**src/rtl/irq_acct_pkg.sv**
```systemverilog
// Package: register offsets and status bit positions shared by the
// interrupt/accounting register group and its checker.
package irq_acct_pkg;
    localparam int STAT_W = 12;

    // Status bit positions (also used by mask and strobe registers)
    localparam int B_INVALID   = 0;
    localparam int B_SRC_DONE  = 1;
    localparam int B_DST_DONE  = 2;
    localparam int B_BYTE_OVF  = 3;
    localparam int B_SRC_ACCT  = 4;
    localparam int B_DST_ACCT  = 5;
    localparam int B_SRC_DRD   = 6;
    localparam int B_DST_DRD   = 7;
    localparam int B_RD_DATA   = 8;
    localparam int B_WR_DATA   = 9;
    localparam int B_XFER_DONE = 10;
    localparam int B_PAUSE     = 11;

    // Word offsets of the register map
    localparam int OFS_STATUS  = 0;
    localparam int OFS_MASK    = 1;
    localparam int OFS_UNMASK  = 2;
    localparam int OFS_SETMASK = 3;
    localparam int OFS_SRC_CNT = 4;
    localparam int OFS_DST_CNT = 5;
    localparam int NUM_REGS    = 6;

    localparam logic [STAT_W-1:0] MASK_RESET = '1;
endpackage

```
**src/rtl/irq_status_bits.sv**
```systemverilog
// Sticky status register. Each bit is set by its set_vec bit and cleared by
// its clr_vec bit; when both hit one bit in the same cycle the set wins.
// Assumes set_vec and clr_vec are single-cycle qualified pulses.
module irq_status_bits #(
    parameter int W = 12
) (
    input  logic         clk,
    input  logic         rst_n,
    input  logic [W-1:0] set_vec,
    input  logic [W-1:0] clr_vec,
    output logic [W-1:0] status
);
    // Update sticky bits: clear first, then OR in new events
    always_ff @(posedge clk) begin
        if (!rst_n) status <= '0;
        else        status <= (status & ~clr_vec) | set_vec;
    end
endmodule

```
**src/rtl/irq_mask_bits.sv**
```systemverilog
// Mask register changed only by an unmask strobe (clears bits) and a
// mask strobe (sets bits). Assumes the two strobes never come together.
module irq_mask_bits #(
    parameter int           W     = 12,
    parameter logic [W-1:0] RESET = '1
) (
    input  logic         clk,
    input  logic         rst_n,
    input  logic [W-1:0] unmask_vec,
    input  logic [W-1:0] mask_vec,
    output logic [W-1:0] mask
);
    // Apply strobe vectors to the held mask
    always_ff @(posedge clk) begin
        if (!rst_n) mask <= RESET;
        else        mask <= (mask & ~unmask_vec) | mask_vec;
    end
endmodule

```
**src/rtl/dscr_done_counter.sv**
```systemverilog
// Completion counter with clear-on-read. A read clear and an increment in
// the same cycle leave the counter at 1. wrap pulses (combinationally) in
// the cycle an increment takes the counter from all-ones to zero.
module dscr_done_counter #(
    parameter int CW = 8
) (
    input  logic          clk,
    input  logic          rst_n,
    input  logic          inc,
    input  logic          rd_clr,
    output logic [CW-1:0] count,
    output logic          wrap
);
    localparam logic [CW-1:0] ONE = CW'(1);

    // Detect the all-ones to zero step of an uncleared increment
    always_comb wrap = inc && !rd_clr && (count == '1);

    // Count completions, zero on read
    always_ff @(posedge clk) begin
        if (!rst_n)      count <= '0;
        else if (rd_clr) count <= inc ? ONE : '0;
        else if (inc)    count <= count + ONE;
    end
endmodule

```
**src/rtl/irq_acct_regs.sv**
```systemverilog
// Per-channel interrupt status, mask and completion accounting registers.
// Decodes a word-addressed register port, latches hardware events, keeps
// the mask through unmask/mask strobes and drives one level interrupt.
// Assumes ADDR_W >= 3 and DATA_W >= 12; read data is registered.
module irq_acct_regs
    import irq_acct_pkg::*;
#(
    parameter int ADDR_W = 3,
    parameter int DATA_W = 32,
    parameter int CNT_W  = 8
) (
    input  logic              clk,
    input  logic              rst_n,
    input  logic              reg_sel,
    input  logic              reg_we,
    input  logic [ADDR_W-1:0] reg_addr,
    input  logic [DATA_W-1:0] reg_wdata,
    output logic [DATA_W-1:0] reg_rdata,
    input  logic              ev_pause,
    input  logic              ev_xfer_done,
    input  logic              ev_wr_data_err,
    input  logic              ev_rd_data_err,
    input  logic              ev_dst_dscr_err,
    input  logic              ev_src_dscr_err,
    input  logic              ev_byte_ovf,
    input  logic              ev_src_dscr_done,
    input  logic              ev_dst_dscr_done,
    output logic              irq
);
    localparam int NSIDE = 2;

    logic              wr_acc, rd_acc, mapped;
    logic              hit_status, hit_unmask, hit_setmask;
    logic              hit_cnt  [NSIDE];
    logic [STAT_W-1:0] wbits, set_vec, clr_vec, unmask_vec, mask_vec;
    logic [STAT_W-1:0] status_q, mask_q;
    logic [CNT_W-1:0]  cnt_q    [NSIDE];
    logic              cnt_inc  [NSIDE];
    logic              cnt_wrap [NSIDE];
    logic [DATA_W-1:0] rd_mux;

    // Address decode of the access in this cycle
    always_comb begin
        wr_acc      = reg_sel && reg_we;
        rd_acc      = reg_sel && !reg_we;
        mapped      = (int'(reg_addr) < NUM_REGS);
        hit_status  = (int'(reg_addr) == OFS_STATUS);
        hit_unmask  = (int'(reg_addr) == OFS_UNMASK);
        hit_setmask = (int'(reg_addr) == OFS_SETMASK);
        hit_cnt[0]  = (int'(reg_addr) == OFS_SRC_CNT);
        hit_cnt[1]  = (int'(reg_addr) == OFS_DST_CNT);
        wbits       = reg_wdata[STAT_W-1:0];
    end

    // Source side is index 0, destination side index 1
    assign cnt_inc[0] = ev_src_dscr_done;
    assign cnt_inc[1] = ev_dst_dscr_done;

    for (genvar s = 0; s < NSIDE; s++) begin : g_side
        dscr_done_counter #(.CW(CNT_W)) u_cnt (
            .clk    (clk),
            .rst_n  (rst_n),
            .inc    (cnt_inc[s]),
            .rd_clr (rd_acc && hit_cnt[s]),
            .count  (cnt_q[s]),
            .wrap   (cnt_wrap[s])
        );
    end

    // Gather hardware events and software clear/strobe vectors
    always_comb begin
        set_vec              = '0;
        set_vec[B_PAUSE]     = ev_pause;
        set_vec[B_XFER_DONE] = ev_xfer_done;
        set_vec[B_WR_DATA]   = ev_wr_data_err;
        set_vec[B_RD_DATA]   = ev_rd_data_err;
        set_vec[B_DST_DRD]   = ev_dst_dscr_err;
        set_vec[B_SRC_DRD]   = ev_src_dscr_err;
        set_vec[B_BYTE_OVF]  = ev_byte_ovf;
        set_vec[B_SRC_DONE]  = ev_src_dscr_done;
        set_vec[B_DST_DONE]  = ev_dst_dscr_done;
        set_vec[B_SRC_ACCT]  = cnt_wrap[0];
        set_vec[B_DST_ACCT]  = cnt_wrap[1];
        set_vec[B_INVALID]   = reg_sel && !mapped;
        clr_vec    = (wr_acc && hit_status)  ? wbits : '0;
        unmask_vec = (wr_acc && hit_unmask)  ? wbits : '0;
        mask_vec   = (wr_acc && hit_setmask) ? wbits : '0;
    end

    irq_status_bits #(.W(STAT_W)) u_status (
        .clk     (clk),
        .rst_n   (rst_n),
        .set_vec (set_vec),
        .clr_vec (clr_vec),
        .status  (status_q)
    );

    irq_mask_bits #(.W(STAT_W), .RESET(MASK_RESET)) u_mask (
        .clk        (clk),
        .rst_n      (rst_n),
        .unmask_vec (unmask_vec),
        .mask_vec   (mask_vec),
        .mask       (mask_q)
    );

    // Select read data; strobes and unmapped offsets return zero
    always_comb begin
        rd_mux = '0;
        if (hit_status)      rd_mux[STAT_W-1:0] = status_q;
        else if (int'(reg_addr) == OFS_MASK) rd_mux[STAT_W-1:0] = mask_q;
        else if (hit_cnt[0]) rd_mux[CNT_W-1:0]  = cnt_q[0];
        else if (hit_cnt[1]) rd_mux[CNT_W-1:0]  = cnt_q[1];
    end

    // Register read data on each accepted read
    always_ff @(posedge clk) begin
        if (!rst_n)      reg_rdata <= '0;
        else if (rd_acc) reg_rdata <= rd_mux;
    end

    // Level interrupt from unmasked pending bits
    assign irq = |(status_q & ~mask_q);
endmodule

```
**config.mk**
```make
export PLATFORM = sky130hd
export DESIGN_NAME = irq_acct_regs
export DESIGN_NICKNAME = d
export VERILOG_FILES = /design/src/rtl/irq_acct_pkg.sv /design/src/rtl/irq_status_bits.sv /design/src/rtl/irq_mask_bits.sv /design/src/rtl/dscr_done_counter.sv /design/src/rtl/irq_acct_regs.sv
export SDC_FILE = /design/constraint.sdc
export NUM_CORES = 1
export LEC_CHECK = 0
export ABC_AREA = 0
export BUFFER_PORTS_ARGS = -buffer_cell sky130_fd_sc_hd__buf_2
export CAP_MARGIN = 10
export CORE_MARGIN = 3
export CORE_UTILIZATION = 40
export DETAILED_ROUTE_END_ITERATION = 16
export GPL_TIMING_DRIVEN = 0
export MAX_ROUTING_LAYER = met4
export PLACE_DENSITY = 0.66
export SLEW_MARGIN = 10
export SYNTH_ARGS = -nofsm -noshare
export SYNTH_HDL_FRONTEND = slang
export SYNTH_HIERARCHICAL = 1
export SYNTH_SLANG_ARGS = --single-unit
```
**constraint.sdc**
```tcl
create_clock -name clk -period 1.7 [get_ports clk]
set_clock_uncertainty 0.05 [all_clocks]
set_input_delay 0.085 -clock clk [delete_from_list [all_inputs] [get_ports clk]]
set_output_delay 0.085 -clock clk [all_outputs]
set_load 0.03 [all_outputs]
```
==> impl_metrics.csv <==
group,metric,value,unit
logic_synthesis,synth_top_family_by_area,"simple AND/OR/NAND/NOR gates",
routing,dr_wl_met3,291,um
logic_synthesis,synthAdderAreaFrac,0.886,%
routing,wirelength,6.10,mm
logic_synthesis,ys_async_sr_fraction,0,%
logic_synthesis,yosysSeqAreaShare,36.9,%
logic_synthesis,yosysWarningCount,6,
setup_path,crit_fanout,3,
setup_path,cp.arrival,1.50,ns
floorplanning,io_pins,81,
timing,hold_viol_final,0,
routing,firstDrtPassIters,6,
run_status,status,"complete, no violations",
timing,worstMarginPinSlew,0.566,ns
timing,setup_tns,0,ns
routing,viasPerCell,4.80,
placement,port_buffers,38,
floorplanning,die_area,0.00810,mm2
job,max_cap_violations,0,
clock_tree,clkLatencyLatePin,0.30,ns
routing,top_layer,"met4",
routing,drt-initial-drc-count,122,
placement,place_inst,439,
pwr,power_density,688,mW/mm2
logic_synthesis,synthXorXnorAreaFrac,2.48,%
pwr,peakVddDrop,0.000394,V
timing,rsz0062_at_grt,"yes",
final_layout,syn_to_final_growth,20.0,%
setup_path,start_kind,"flip-flop",
clock_tree,cts_buffer_depth,2,
clock_tree,cts_tree,"built",
floorplanning,die_x,90.0,um
clock_tree,htreeDepth,2,
floorplanning,coreArea,0.00660,mm2
routing,num_vias,2184,
setup_path,critPathCaptureType,"output pin",
routing,route.detailed.drc,0,
logic_synthesis,synth-compound-area-share,10.1,%
placement,dpl_cell_area,0.00320,mm2
setup_path,cp_data_required_time,1.56,ns
final_layout,fill_cells,643,
logic_synthesis,ys_types,39,
timing,slew-limit-headroom,62.1,%
final_layout,antenna_cells,0,
clock_tree,clk_pin_slew_worst_paths,0.09,ns
routing,wl_per_cell,13.4,um
routing,wl_met2,2.80,mm
routing,met1_length,2.96,mm
logic_synthesis,synth_top_area_share,36.9,%
floorplanning,die-height,90.0,um
final_layout,final_nets,412,
grt,grt_max_degree,15,
logic_synthesis,synth_edf_count,0,
final_layout,drive_above_1_share,24.9,%
logic_synthesis,synthCells,289,
timing,fin_crit,1.63,ns
final_layout,final_cells,455,
clock_tree,clockRootBuffer,"clkbuf_8",
clock_tree,cts_sinks,52,
timing,drv_slew,0,
logic_synthesis,synth_top_area_cell,"dfxtp_1",
floorplanning,rows,29,
grt,grt_overflow,0,
logic_synthesis,synthFlopType,"dfxtp_1",
timing,max_freq,612,MHz
pwr,swShare,26.6,%
logic_synthesis,avgSynthCellArea,9.77,um2
placement,hpwl,4.61,mm
logic_synthesis,yosys.area_share.simple,31.0,%
min_path,hp-class,"input pin to flip-flop",
clock_tree,numCtsBuffers,5,
placement,place.gp.congestion,0.881,
pwr,seqPwrFrac,55.3,%
pwr,intPower,1.71,mW
pwr,total_power,2.33,mW
pwr,clkPwrFrac,28.5,%
logic_synthesis,ys_ff_latch,52,
timing,timing.final.crit_share,96.1,%
pwr,p_sw,0.620,mW
routing,drtAntennaViolNets,0,
final_layout,postLayoutCellArea,0.00339,mm2
grt,grt_first_pass_wirelength,10.2,mm
floorplanning,start_util,42.8,%
setup_path,worstSetupPathType,"flip-flop to output pin",
pwr,p_leak,1.48,nW
timing,setup_viol,0,
pwr,p_comb_share,16.1,%
logic_synthesis,synthMuxAreaShare,9.22,%
logic_synthesis,syn_area,0.00282,mm2
logic_synthesis,synthTopCellsByArea,"dfxtp_1 37%, and2_1 8.4%, buf_4 5.8%, nor2b_1 5.5%, nand2b_1 3.8%",
grt,antenna_found_initial,0,
grt,grt_util_all_layers,15.9,%
grt,grt_pass1_vias,2061,
## critical path, cell delays in order (launching register included)
cell and delay (ns):
dfxtp_1 0.33, nor2b_1 0.13, a2111oi_0 0.37, nand3_1 0.16, buf_2 0.21
## layout make-up
cell class	instances	area [um2]	share of cell area [%]
multi-input cells	218	1610	47.5
flip-flops and latches	52	1040	30.7
repair buffers	47	280	8.27
plain buffers	34	248	7.31
well taps	93	116	3.43
clock buffers	6	72.6	2.14
inverters	4	15.0	0.443
clock inverters	1	5.00	0.148
## power by group through the flow
| stage | sequential, mW | clock [mW] | combinational [mW] |
|---|---|---|---|
| floorplan | 1.32 | 0 | 0.261 |
| global placement | 1.32 | 0 | 0.356 |
| detailed placement | 1.32 | 0 | 0.361 |
| CTS | 1.29 | 0.693 | 0.377 |
| global route | 1.30 | 0.750 | 0.414 |
| finish | 1.29 | 0.665 | 0.376 |
## kinds of logic after synthesis
logic type / Yosys count
AOI/OAI and AO/OA: 39
xor gates and xnor gates: 8
adders and majority gates: 2
buffers and inverters: 38
DFF: 52
muxes: 14
other: 1
and+or+nand+nor: 135
## layer usage
| metal | vias to the layer above | global-route usage (%) |
|---|---|---|
| li1 | 1117 | - |
| met1 | 1004 | 21.4 |
| met2 | 58 | 24.8 |
| met3 | 5 | 3.17 |
| met4 | 0 | 3.83 |
| met5 | - | - |
## synthesized netlist by cell type (8+ instances only)
library cell and count:
a32o_1 8, nor2b_1 25, dfxtp_1 52, nand2b_1 17, nand3b_1 12, nor2_1 8
and2_1 38, o21a_1 12, buf_4 22, nand2_1 8
## state kept, by name (all words and copies together) (netlist names)
name                flops
reg_rdata              12
u_status/status        12
g_side.u_cnt/count     16
u_mask/mask            12
## metrics by stage
stage	util, %	hold WS (ns)	setup slack [ns]
finish	51.3	0.0325	0.0671
global route	51.3	0.0373	-0.0516
CTS	51.1	0.0267	0.0423
detailed placement	48.5	0.247	-0.295
global placement	48.5	0.242	-0.312
floorplan	-	0.118	0.308
## timing repair
| item | in CTS | in global routing |
|---|---|---|
| gates resized for setup | 2 | 3 |
| hold buffers | 9 | 0 |
| cloned | 0 | 0 |
| setup endpoints to repair | 1 | 9 |
| setup buffers | 0 | 0 |
| endpoints found under the hold margin | 9 | 0 |
## placed cells by master (no fill, tap or decap), drive strengths merged, types with 2 or more instances in the layout
master and n:
xnor2 2, nand4 6, dfxtp 52, nor4 4, mux2 4, nand2 8, conb 20, nand3 5
dlygate4sd3 9, inv 4, o21ai 6, and2 38, mux2i 2, nor4b 3, nand3b 12, xor2 6
nand2b 17, a21oi 6, buf 65, a2111oi 3, a32o 8, mux4 8, clkbuf 13, ha 2
nor2 8, nor2b 25, o21a 12, a22oi 4, or3 6
## worst paths after layout
kind | from | endpoint | slack, ns | depth (start not counted)
worst max-delay path | u_status/status[5]$_SDFF_PN0_ | irq | 0.07 | 4
worst min register to register | reg_rdata[3]$_SDFFE_PN0N_ | reg_rdata[3]$_SDFFE_PN0N_ | 0.45 | 1
worst min-delay path | reg_wdata[3] | u_mask/mask[3]$_SDFF_PN1_ | 0.03 | 3
worst max register to register | g_side[1].u_cnt/count[0]$_SDFFE_PN0P_ | g_side[1].u_cnt/count[6]$_SDFFE_PN0P_ | 0.25 | 4
Note: power is estimated with default switching activity, not from simulation.
